==> src/rtl/uart_irq_pkg.sv <==
package uart_irq_pkg;

  typedef enum logic [3:0] {
    ID_MODEM = 4'h0,
    ID_NONE  = 4'h1,
    ID_THRE  = 4'h2,
    ID_RXD   = 4'h4,
    ID_LINE  = 4'h6,
    ID_TMO   = 4'hC
  } iid_e;

  // Fixed-priority pick among the enabled, active causes.
  function automatic iid_e pick_id(input logic line, input logic rxd,
                                   input logic tmo, input logic thre,
                                   input logic modem);
    if (line)       return ID_LINE;
    else if (rxd)   return ID_RXD;
    else if (tmo)   return ID_TMO;
    else if (thre)  return ID_THRE;
    else if (modem) return ID_MODEM;
    else            return ID_NONE;
  endfunction

  // Assemble the identification byte from the FIFO flag and the code.
  function automatic logic [7:0] ident_byte(input logic fifo_on, input iid_e id);
    return {{2{fifo_on}}, 2'b00, id};
  endfunction

endpackage

==> src/rtl/uart_irq_sticky.sv <==
module uart_irq_sticky #(
  parameter int W = 4
) (
  input  logic         clk,
  input  logic         rst_n,
  input  logic [W-1:0] evt,
  input  logic         clr,
  output logic         pend
);

  logic any_evt;
  assign any_evt = |evt;

  // A new event wins over a clearing read in the same cycle.
  always_ff @(posedge clk or negedge rst_n) begin
    if (!rst_n)       pend <= 1'b0;
    else if (any_evt) pend <= 1'b1;
    else if (clr)     pend <= 1'b0;
  end

  // any event latches the cause
  p_sticky_set_r3: assert property (@(posedge clk) disable iff (!rst_n)
    (|evt) |=> pend);
  // a read with no fresh event clears the cause
  p_sticky_clr_r4: assert property (@(posedge clk) disable iff (!rst_n)
    (clr && !(|evt)) |=> !pend);
  // the cause is retained until a read
  p_sticky_hold_r12: assert property (@(posedge clk) disable iff (!rst_n)
    (pend && !clr) |=> pend);

endmodule

==> src/rtl/uart_irq_txarm.sv <==
module uart_irq_txarm (
  input  logic clk,
  input  logic rst_n,
  input  logic thr_empty,
  input  logic ien_tx,
  input  logic ack,
  output logic pend
);

  logic thr_q, en_q;
  logic thr_rise, en_rise, arm, disarm;

  assign thr_rise = thr_empty && !thr_q;
  assign en_rise  = ien_tx && !en_q && thr_empty;
  assign arm      = thr_rise || en_rise;
  assign disarm   = !thr_empty || ack;

  always_ff @(posedge clk or negedge rst_n) begin
    if (!rst_n) begin
      thr_q <= 1'b0;
      en_q  <= 1'b0;
      pend  <= 1'b0;
    end else begin
      thr_q <= thr_empty;
      en_q  <= ien_tx;
      if (arm)         pend <= 1'b1;
      else if (disarm) pend <= 1'b0;
    end
  end

  // holding register becoming empty arms the cause
  p_tx_arm_r7: assert property (@(posedge clk) disable iff (!rst_n)
    (thr_empty && !thr_q) |=> pend);
  // acknowledged by an identification read
  p_tx_ack_r8: assert property (@(posedge clk) disable iff (!rst_n)
    (ack && !arm) |=> !pend);
  // a loaded holding register disarms the cause
  p_tx_drop_r9: assert property (@(posedge clk) disable iff (!rst_n)
    !thr_empty |=> !pend);

endmodule

==> src/rtl/uart_irq_prio.sv <==
module uart_irq_prio
  import uart_irq_pkg::*;
(
  input  logic       act_line,
  input  logic       act_rxd,
  input  logic       act_tmo,
  input  logic       act_thre,
  input  logic       act_modem,
  input  logic       fifo_on,
  output iid_e       iid,
  output logic [7:0] ident
);

  assign iid   = pick_id(act_line, act_rxd, act_tmo, act_thre, act_modem);
  assign ident = ident_byte(fifo_on, iid);

endmodule

==> src/rtl/uart_irq_ident.sv <==
module uart_irq_ident
  import uart_irq_pkg::*;
#(
  parameter int ERR_W   = 4,
  parameter int DELTA_W = 4
) (
  input  logic               clk,
  input  logic               rst_n,
  input  logic               fifo_on,
  input  logic               ien_line,
  input  logic               ien_rx,
  input  logic               ien_tx,
  input  logic               ien_modem,
  input  logic [ERR_W-1:0]   line_err,
  input  logic               rx_avail,
  input  logic               rx_timeout,
  input  logic               thr_empty,
  input  logic [DELTA_W-1:0] modem_delta,
  input  logic               rd_ident,
  input  logic               rd_line,
  input  logic               rd_modem,
  output logic               irq_o,
  output logic [7:0]         ident_o
);

  logic line_pend, modem_pend, tx_pend;
  logic act_line, act_rxd, act_tmo, act_thre, act_modem;
  logic tx_ack;
  iid_e iid;

  uart_irq_sticky #(.W(ERR_W)) u_line (
    .clk(clk), .rst_n(rst_n), .evt(line_err), .clr(rd_line), .pend(line_pend));

  uart_irq_sticky #(.W(DELTA_W)) u_modem (
    .clk(clk), .rst_n(rst_n), .evt(modem_delta), .clr(rd_modem), .pend(modem_pend));

  uart_irq_txarm u_tx (
    .clk(clk), .rst_n(rst_n), .thr_empty(thr_empty), .ien_tx(ien_tx),
    .ack(tx_ack), .pend(tx_pend));

  // Enable gating: causes are kept even while hidden.
  assign act_line  = line_pend && ien_line;
  assign act_rxd   = rx_avail && ien_rx;
  assign act_tmo   = rx_timeout && fifo_on && ien_rx;
  assign act_thre  = tx_pend && ien_tx;
  assign act_modem = modem_pend && ien_modem;

  uart_irq_prio u_prio (
    .act_line(act_line), .act_rxd(act_rxd), .act_tmo(act_tmo),
    .act_thre(act_thre), .act_modem(act_modem), .fifo_on(fifo_on),
    .iid(iid), .ident(ident_o));

  assign tx_ack = rd_ident && (iid == ID_THRE);
  assign irq_o  = ~ident_o[0];

  // a line error outranks every other cause
  p_line_first_r11: assert property (@(posedge clk) disable iff (!rst_n)
    act_line |-> (ident_o[3:0] == 4'h6));
  // transmit empty is never shown over receive data
  p_rx_over_tx_r11: assert property (@(posedge clk) disable iff (!rst_n)
    (act_rxd && !act_line) |-> (ident_o[3:0] == 4'h4));
  // no active cause means no request
  p_quiet_r1: assert property (@(posedge clk) disable iff (!rst_n)
    !(act_line || act_rxd || act_tmo || act_thre || act_modem) |-> !irq_o);
  // FIFO flag reaches the top bits
  p_fifo_bits_r2: assert property (@(posedge clk) disable iff (!rst_n)
    ident_o[7:6] == {2{fifo_on}});

endmodule

==> config.mk <==
export PLATFORM = sky130hd
export DESIGN_NAME = uart_irq_ident
export DESIGN_NICKNAME = d
export VERILOG_FILES = /design/src/rtl/uart_irq_pkg.sv /design/src/rtl/uart_irq_sticky.sv /design/src/rtl/uart_irq_txarm.sv /design/src/rtl/uart_irq_prio.sv /design/src/rtl/uart_irq_ident.sv
export SDC_FILE = /design/constraint.sdc
export NUM_CORES = 1
export LEC_CHECK = 0
export CAP_MARGIN = 20
export CORE_AREA = 2 2 39 41
export CTS_BUF_LIST = sky130_fd_sc_hd__clkbuf_8 sky130_fd_sc_hd__clkbuf_16
export CTS_CLUSTER_SIZE = 30
export DETAILED_ROUTE_END_ITERATION = 8
export DIE_AREA = 0 0 41 43
export PLACE_DENSITY = 0.72
export SYNTH_ARGS = -nofsm -noshare
export SYNTH_HDL_FRONTEND = slang
export SYNTH_SLANG_ARGS = --single-unit
export TNS_END_PERCENT = 20
==> constraint.sdc <==
create_clock -name clk -period 2.1 [get_ports clk]
set_input_delay 0.42 -clock clk [delete_from_list [all_inputs] [get_ports clk]]
set_output_delay 0.42 -clock clk [all_outputs]
set_load 0.05 [all_outputs]
# Word-level counts from Yosys, hierarchy flattened
# Index checks and enable logic that the tools add are counted.
# W data, S select, Z words.
word_totals:
  wordCells: 38
  ff_bits: 5
op_classes:
  reduce_logical: 20
  bitwise: 1
  eq_ne: 1
  n_mux: 11
ops:
  columns: ["cell", "count"]
  rows:
  - ["$mux W4", 4]
  - ["$logic_and A1 B1 Y1", 10]
  - ["$reduce_or A4 Y1", 2]
  - ["$mux W1", 7]
  - ["$reduce_bool A2 Y1", 3]
  - ["$eq A4 B2 Y1 const B", 1]
  - ["$logic_not A1 Y1", 3]
  - ["$logic_or A1 B1 Y1", 2]
  - ["$not A1 Y1", 1]

# Logic depth before layout (Yosys ltp)
logic_depth:
  depth_word: 11
  ltp_mapped: 3
  depth_no_buf: 3

# Hierarchy
# A second synthesis with hierarchy kept.
unflattened:
  hier_cells: 37
  hier_area_um2: 330.3
by_module_without_submodules:
  columns: ["mod", "n_inst", "area_each_um2", "seq_area_each_um2", "cells_per_inst"]
  rows:
  - ["uart_irq_prio", 1, 103.8, 0.0, 14]
  - ["uart_irq_txarm", 1, 97.6, 75.1, 7]
  - ["uart_irq_sticky", 2, 40.0, 25.0, 4]
  - ["uart_irq_ident", 1, 48.8, 0.0, 8]

# Least setup slack after synthesis
# No wires, ideal clock.
synth_path:
  path_kind: "in2out"
  start: "in ien_rx"
  end: "out ident_o[0]"
  arrival_ns: 2.071
  path_buffers: 0
  path_slack_ns: -0.391
  stages: 3
  path_cell_list: "a22oi_2 -> nand2_2 -> a221oi_1"
synth_via:
  elab_chain_len: 4
synth_rtl:
  columns: ["element", "line_no", "text"]
  rows:
  - ["start: declaration", "uart_irq_ident.sv:11", "input logic ien_rx,"]
  - ["$logic_and A1 B1 Y1", "uart_irq_ident.sv:44", "assign act_tmo = rx_timeout && fifo_on && ien_rx;"]
  - ["$mux W4", "uart_irq_pkg.sv:18", "else if (tmo) return ID_TMO;"]
  - ["$mux W4 (*)", "uart_irq_pkg.sv:17", "else if (rxd) return ID_RXD;"]
  - ["$mux W4 (*)", "uart_irq_pkg.sv:16", "if (line) return ID_LINE;"]
  - ["end: declaration", "uart_irq_ident.sv:23", "output logic [7:0] ident_o"]
# Mark *: on every way between the ends. The rest lies on a longest branch, timed or not.

# Worst setup path after layout
layout_path:
  start: "in rx_avail"
  end: "out ident_o[0]"
layout_via:
  elab_chain_len: 3
layout_rtl:
  columns: ["element", "line_no", "text"]
  rows:
  - ["start: declaration", "uart_irq_ident.sv:15", "input logic rx_avail,"]
  - ["$logic_and A1 B1 Y1", "uart_irq_ident.sv:43", "assign act_rxd = rx_avail && ien_rx;"]
  - ["$mux W4", "uart_irq_pkg.sv:17", null]
  - ["$mux W4", "uart_irq_pkg.sv:16", null]
# No other way between the ends.

==> impl_table.tex <==
\begin{tabular}{lr}
\hline
Metric & Value \\
\hline
\multicolumn{2}{l}{\textbf{STA}} \\
Crit path setup slack, layout & 0.0626 ns \\
Final total negative setup slack & 0 ns \\
Setup-failing EPs final & 0 \\
Final cycle utilization of the critical path & 97.0\% \\
Setup repair after global routing missed its margin & yes \\
Achievable Freq & 491 MHz \\
Count of final max-slew check failures & 0 \\
Final clock skew & 0.00160 ns \\
Final hold violation count & 0 \\
Tmin final & 2.04 ns \\
\multicolumn{2}{l}{\textbf{Global routing}} \\
Overall overflow remaining after global route & 0 \\
Met3 demand-to-capacity share in global routing & 6.81\% \\
Largest net degree at the start of global routing & 7 \\
Global-route track usage on met1 & 9.21\% \\
Aggregate global-route resource usage & 11.1\% \\
Grt peak-use layer & met2 \\
Global-route wire length before repair & 1260 µm \\
Antenna violations before repair & 0 \\
Via count of the first global-routing pass & 340 \\
Met2 global-route usage & 19.7\% \\
\multicolumn{2}{l}{\textbf{Die}} \\
Standard-cell rows & 14 \\
Area enclosed by the die boundary & 1760 µm² \\
Floorplan Core Area & 1380 µm² \\
Count of boundary I/O pins & 30 \\
Initial core utilization & 21.1\% \\
Chip width & 41 µm \\
Die span in y & 43 µm \\
\multicolumn{2}{l}{\textbf{Power}} \\
Power share of the clock group & 42.4\% \\
Max VDD drop & 0.000511 V \\
PwrDens & 593 nW/µm² \\
Net switching power & 0.110 mW \\
Switching portion of total power & 27.1\% \\
Comb pwr share & 31.9\% \\
Static power due to leakage & 0.298 nW \\
Internal power summed over all cells & 0.296 mW \\
Share of power burned in registers & 25.7\% \\
\multicolumn{2}{l}{\textbf{Synthesis}} \\
Syn Std Cell Area & 292 µm² \\
Unique masters post-synth & 17 \\
Dominant combinational cell family by area after synthesis & compound AO/OA/AOI/OAI gates \\
Synthesized-area fraction occupied by ao, oa, aoi and oai cells & 26.6\% \\
Synth Area in XOR/XNOR & 0\% \\
Count of state elements after synthesis & 5 \\
Post-synthesis cell count & 30 \\
Post-synthesis adder-cell area fraction & 0\% \\
Portion of netlist area occupied by mux cells & 0\% \\
Warnings from Yosys & 0 \\
Share of synthesized area occupied by flip-flops and latches & 42.9\% \\
Simple-gate share of the synthesized area & 15.0\% \\
Mean instance size in the synthesized netlist & 9.72 µm² \\
\multicolumn{2}{l}{\textbf{Clock tree}} \\
CTS Sinks & 5 \\
Maximum count of clock buffers along a single path & 2 \\
Skew-Pair Late Insertion Delay & 0.22 ns \\
Number of setup buffers added after CTS & 0 \\
Num CTS Buffers & 3 \\
CTS tree & yes \\
\# H-tree levels & 1 \\
Clock root buffer & clkbuf\_8 \\
CTS clk-pin slew, worst paths & 0.04 ns \\
\multicolumn{2}{l}{\textbf{Worst setup path}} \\
RR Startpoint & u\_line.pend \\
Worst Setup Start Kind & input port \\
End of the critical path & ident\_o[0] \\
Required @ worst endpoint & 1.68 ns \\
Register-to-register setup slack & 0.96 ns \\
Largest delay share family, worst path & buffers and inverters \\
CP Launch Point & rx\_avail \\
Cell Chain, Critical Path & clkdlybuf4s50\_1 -> a22oi\_2 -> nand2\_2 -> a221oi\_2 -> buf\_12 \\
Peak per-stage delay on the critical path & 0.44 ns \\
Critical Path End Type & output port \\
Worst r2r path cells & 4 \\
Number of gates on the worst path with buffers counted & 5 \\
Critical Path AT & 1.62 ns \\
Slowest cell on the critical path & clkdlybuf4s50\_1 \\
Worst flop-to-flop path endpoint & u\_tx.pend \\
Biggest fanout along the worst timing path & 3 \\
Path type of the worst setup path & input port to output port \\
Crit path buffers/inverters & 2 \\
\multicolumn{2}{l}{\textbf{Layout}} \\
Antenna cells & 0 \\
Fill cell instance count of the final layout & 139 \\
Final Net Count & 82 \\
Multi-input gate area & 135 µm² \\
End-of-flow core utilization & 49.5\% \\
Final cell count without fillers & 76 \\
Post-route cell area & 686 µm² \\
Post-synthesis to final-layout area growth & 135\% \\
Share of final-layout standard cells stronger than drive strength 1 & 26.7\% \\
Area taken by flip-flops and latches & 125 µm² \\
\multicolumn{2}{l}{\textbf{Drt}} \\
Drt first pass iters & 2 \\
Remaining antenna violation count & 0 \\
Number of design-rule violations left by the first detailed-router iteration & 1 \\
DR vias & 341 \\
Total wire length & 809 µm \\
Average routed wire per standard cell & 10.6 µm \\
DRC violations left & 0 \\
Avg Vias per Cell & 4.49 \\
\multicolumn{2}{l}{\textbf{Place}} \\
Pre-CTS worst setup slack & 0.0205 ns \\
Instance area after placement & 634 µm² \\
Routability congestion estimate from global placement & 0.656 \\
Cell count after placement & 72 \\
Placed wire-length estimate & 695 µm \\
Port bufs & 27 \\
\multicolumn{2}{l}{\textbf{Worst hold path}} \\
Worst min-delay path class & input port to asynchronous set/reset pin \\
\multicolumn{2}{l}{\textbf{Status}} \\
Status & finished clean \\
\multicolumn{2}{l}{\textbf{Run}} \\
Reported max-cap violation count & 0 \\
\hline
\end{tabular}
-- power groups by stage --
stage / registers [mW] / logic [mW] / clock network, mW
detailed placement: 0.106 / 0.130 / 0
floorplan: 0.105 / 0.0552 / 0
global placement: 0.105 / 0.128 / 0
CTS: 0.104 / 0.130 / 0.181
finish: 0.105 / 0.130 / 0.172
global route: 0.105 / 0.137 / 0.186
-- flip-flops by register name (all words and copies together), names as in the netlist --
register / count
u_line.pend: 1
u_modem.pend: 1
u_tx.en_q: 1
u_tx.pend: 1
u_tx.thr_q: 1
-- cell usage in the layout (no fill, tap or decap) --
cell / n
nand2_2: 1
dfrtp_1: 5
buf_4: 2
nand3b_1: 1
buf_6: 1
a32o_1: 1
conb_1: 2
a22oi_2: 1
clkdlybuf4s50_1: 19
and2_1: 1
a221oi_2: 1
nand4_1: 1
inv_1: 4
dlymetal6s2s_1: 1
nand3_1: 1
a221o_1: 1
a21oi_1: 1
buf_12: 6
nor4_1: 2
o221a_2: 1
clkbuf_8: 3
o21ai_0: 4
-- per-layer routing --
metal	vias up	part of all wire, %
met5	-	0
met4	0	0
met3	0	9.4
met2	15	56
met1	156	34
li1	170	-
-- Yosys cell counts (all sizes together) --
cell / count / area [µm²]
a21oi: 1 / 5.00
a221o: 1 / 10.0
a221oi: 1 / 8.76
a22oi: 1 / 12.5
a32o: 1 / 10.0
and2: 1 / 6.26
buf: 4 / 30.0
conb: 1 / 3.75
dfrtp: 5 / 125
inv: 3 / 11.3
nand2: 1 / 6.26
nand3: 1 / 5.00
nand3b: 1 / 7.51
nand4: 1 / 6.26
nor4: 2 / 12.5
o21ai: 4 / 20.0
o221a: 1 / 11.3
-- cell families after synthesis --
family / after synthesis
other: 1
buffers and inverters: 7
DFF: 5
AOI/OAI and AO/OA: 10
and+or+nand+nor: 7
-- worst reg2reg max path, cell delays in order, from the launching register on --
cell and delay [ns]:
dfrtp_1 0.40, a22oi_2 0.17, nand2_2 0.09, buf_4 0.15
o221a_2 0.21
-- per-stage QoR --
stage          power, mW  hold slack [ns]
2_1_floorplan      0.160            0.124
5_1_grt            0.427            0.436
4_1_cts            0.416            0.420
3_3_place_gp       0.234            0.566
3_5_place_dp       0.236            0.567
6_report           0.406            0.421
-- worst min-delay path by stage --
stage	cells past startpoint	end	start	slack (ns)
finish	1	u_modem.pend	rst_n	0.42
floorplan	0	u_line.pend	rst_n	0.12
global route	1	u_modem.pend	rst_n	0.44
detailed placement	2	u_modem.pend	u_modem.pend	0.57
CTS	1	u_modem.pend	rst_n	0.42
global placement	2	u_modem.pend	u_modem.pend	0.57
-- area by class of cell --
class,count,area share [%]
inverter,3,1.64
clock buffer,3,6.02
timing repair buffer,29,50.9
multi-input combinational,19,19.7
tap,16,2.92
sequential,5,18.2
clock inverter,1,0.547
-- timing repair --
item,in CTS,in global routing
setup endpoints to repair,0,2
hold buffers,0,0
endpoints found under the hold margin,0,0
resized for setup,0,2
Note: power is estimated with default switching activity, not from simulation.
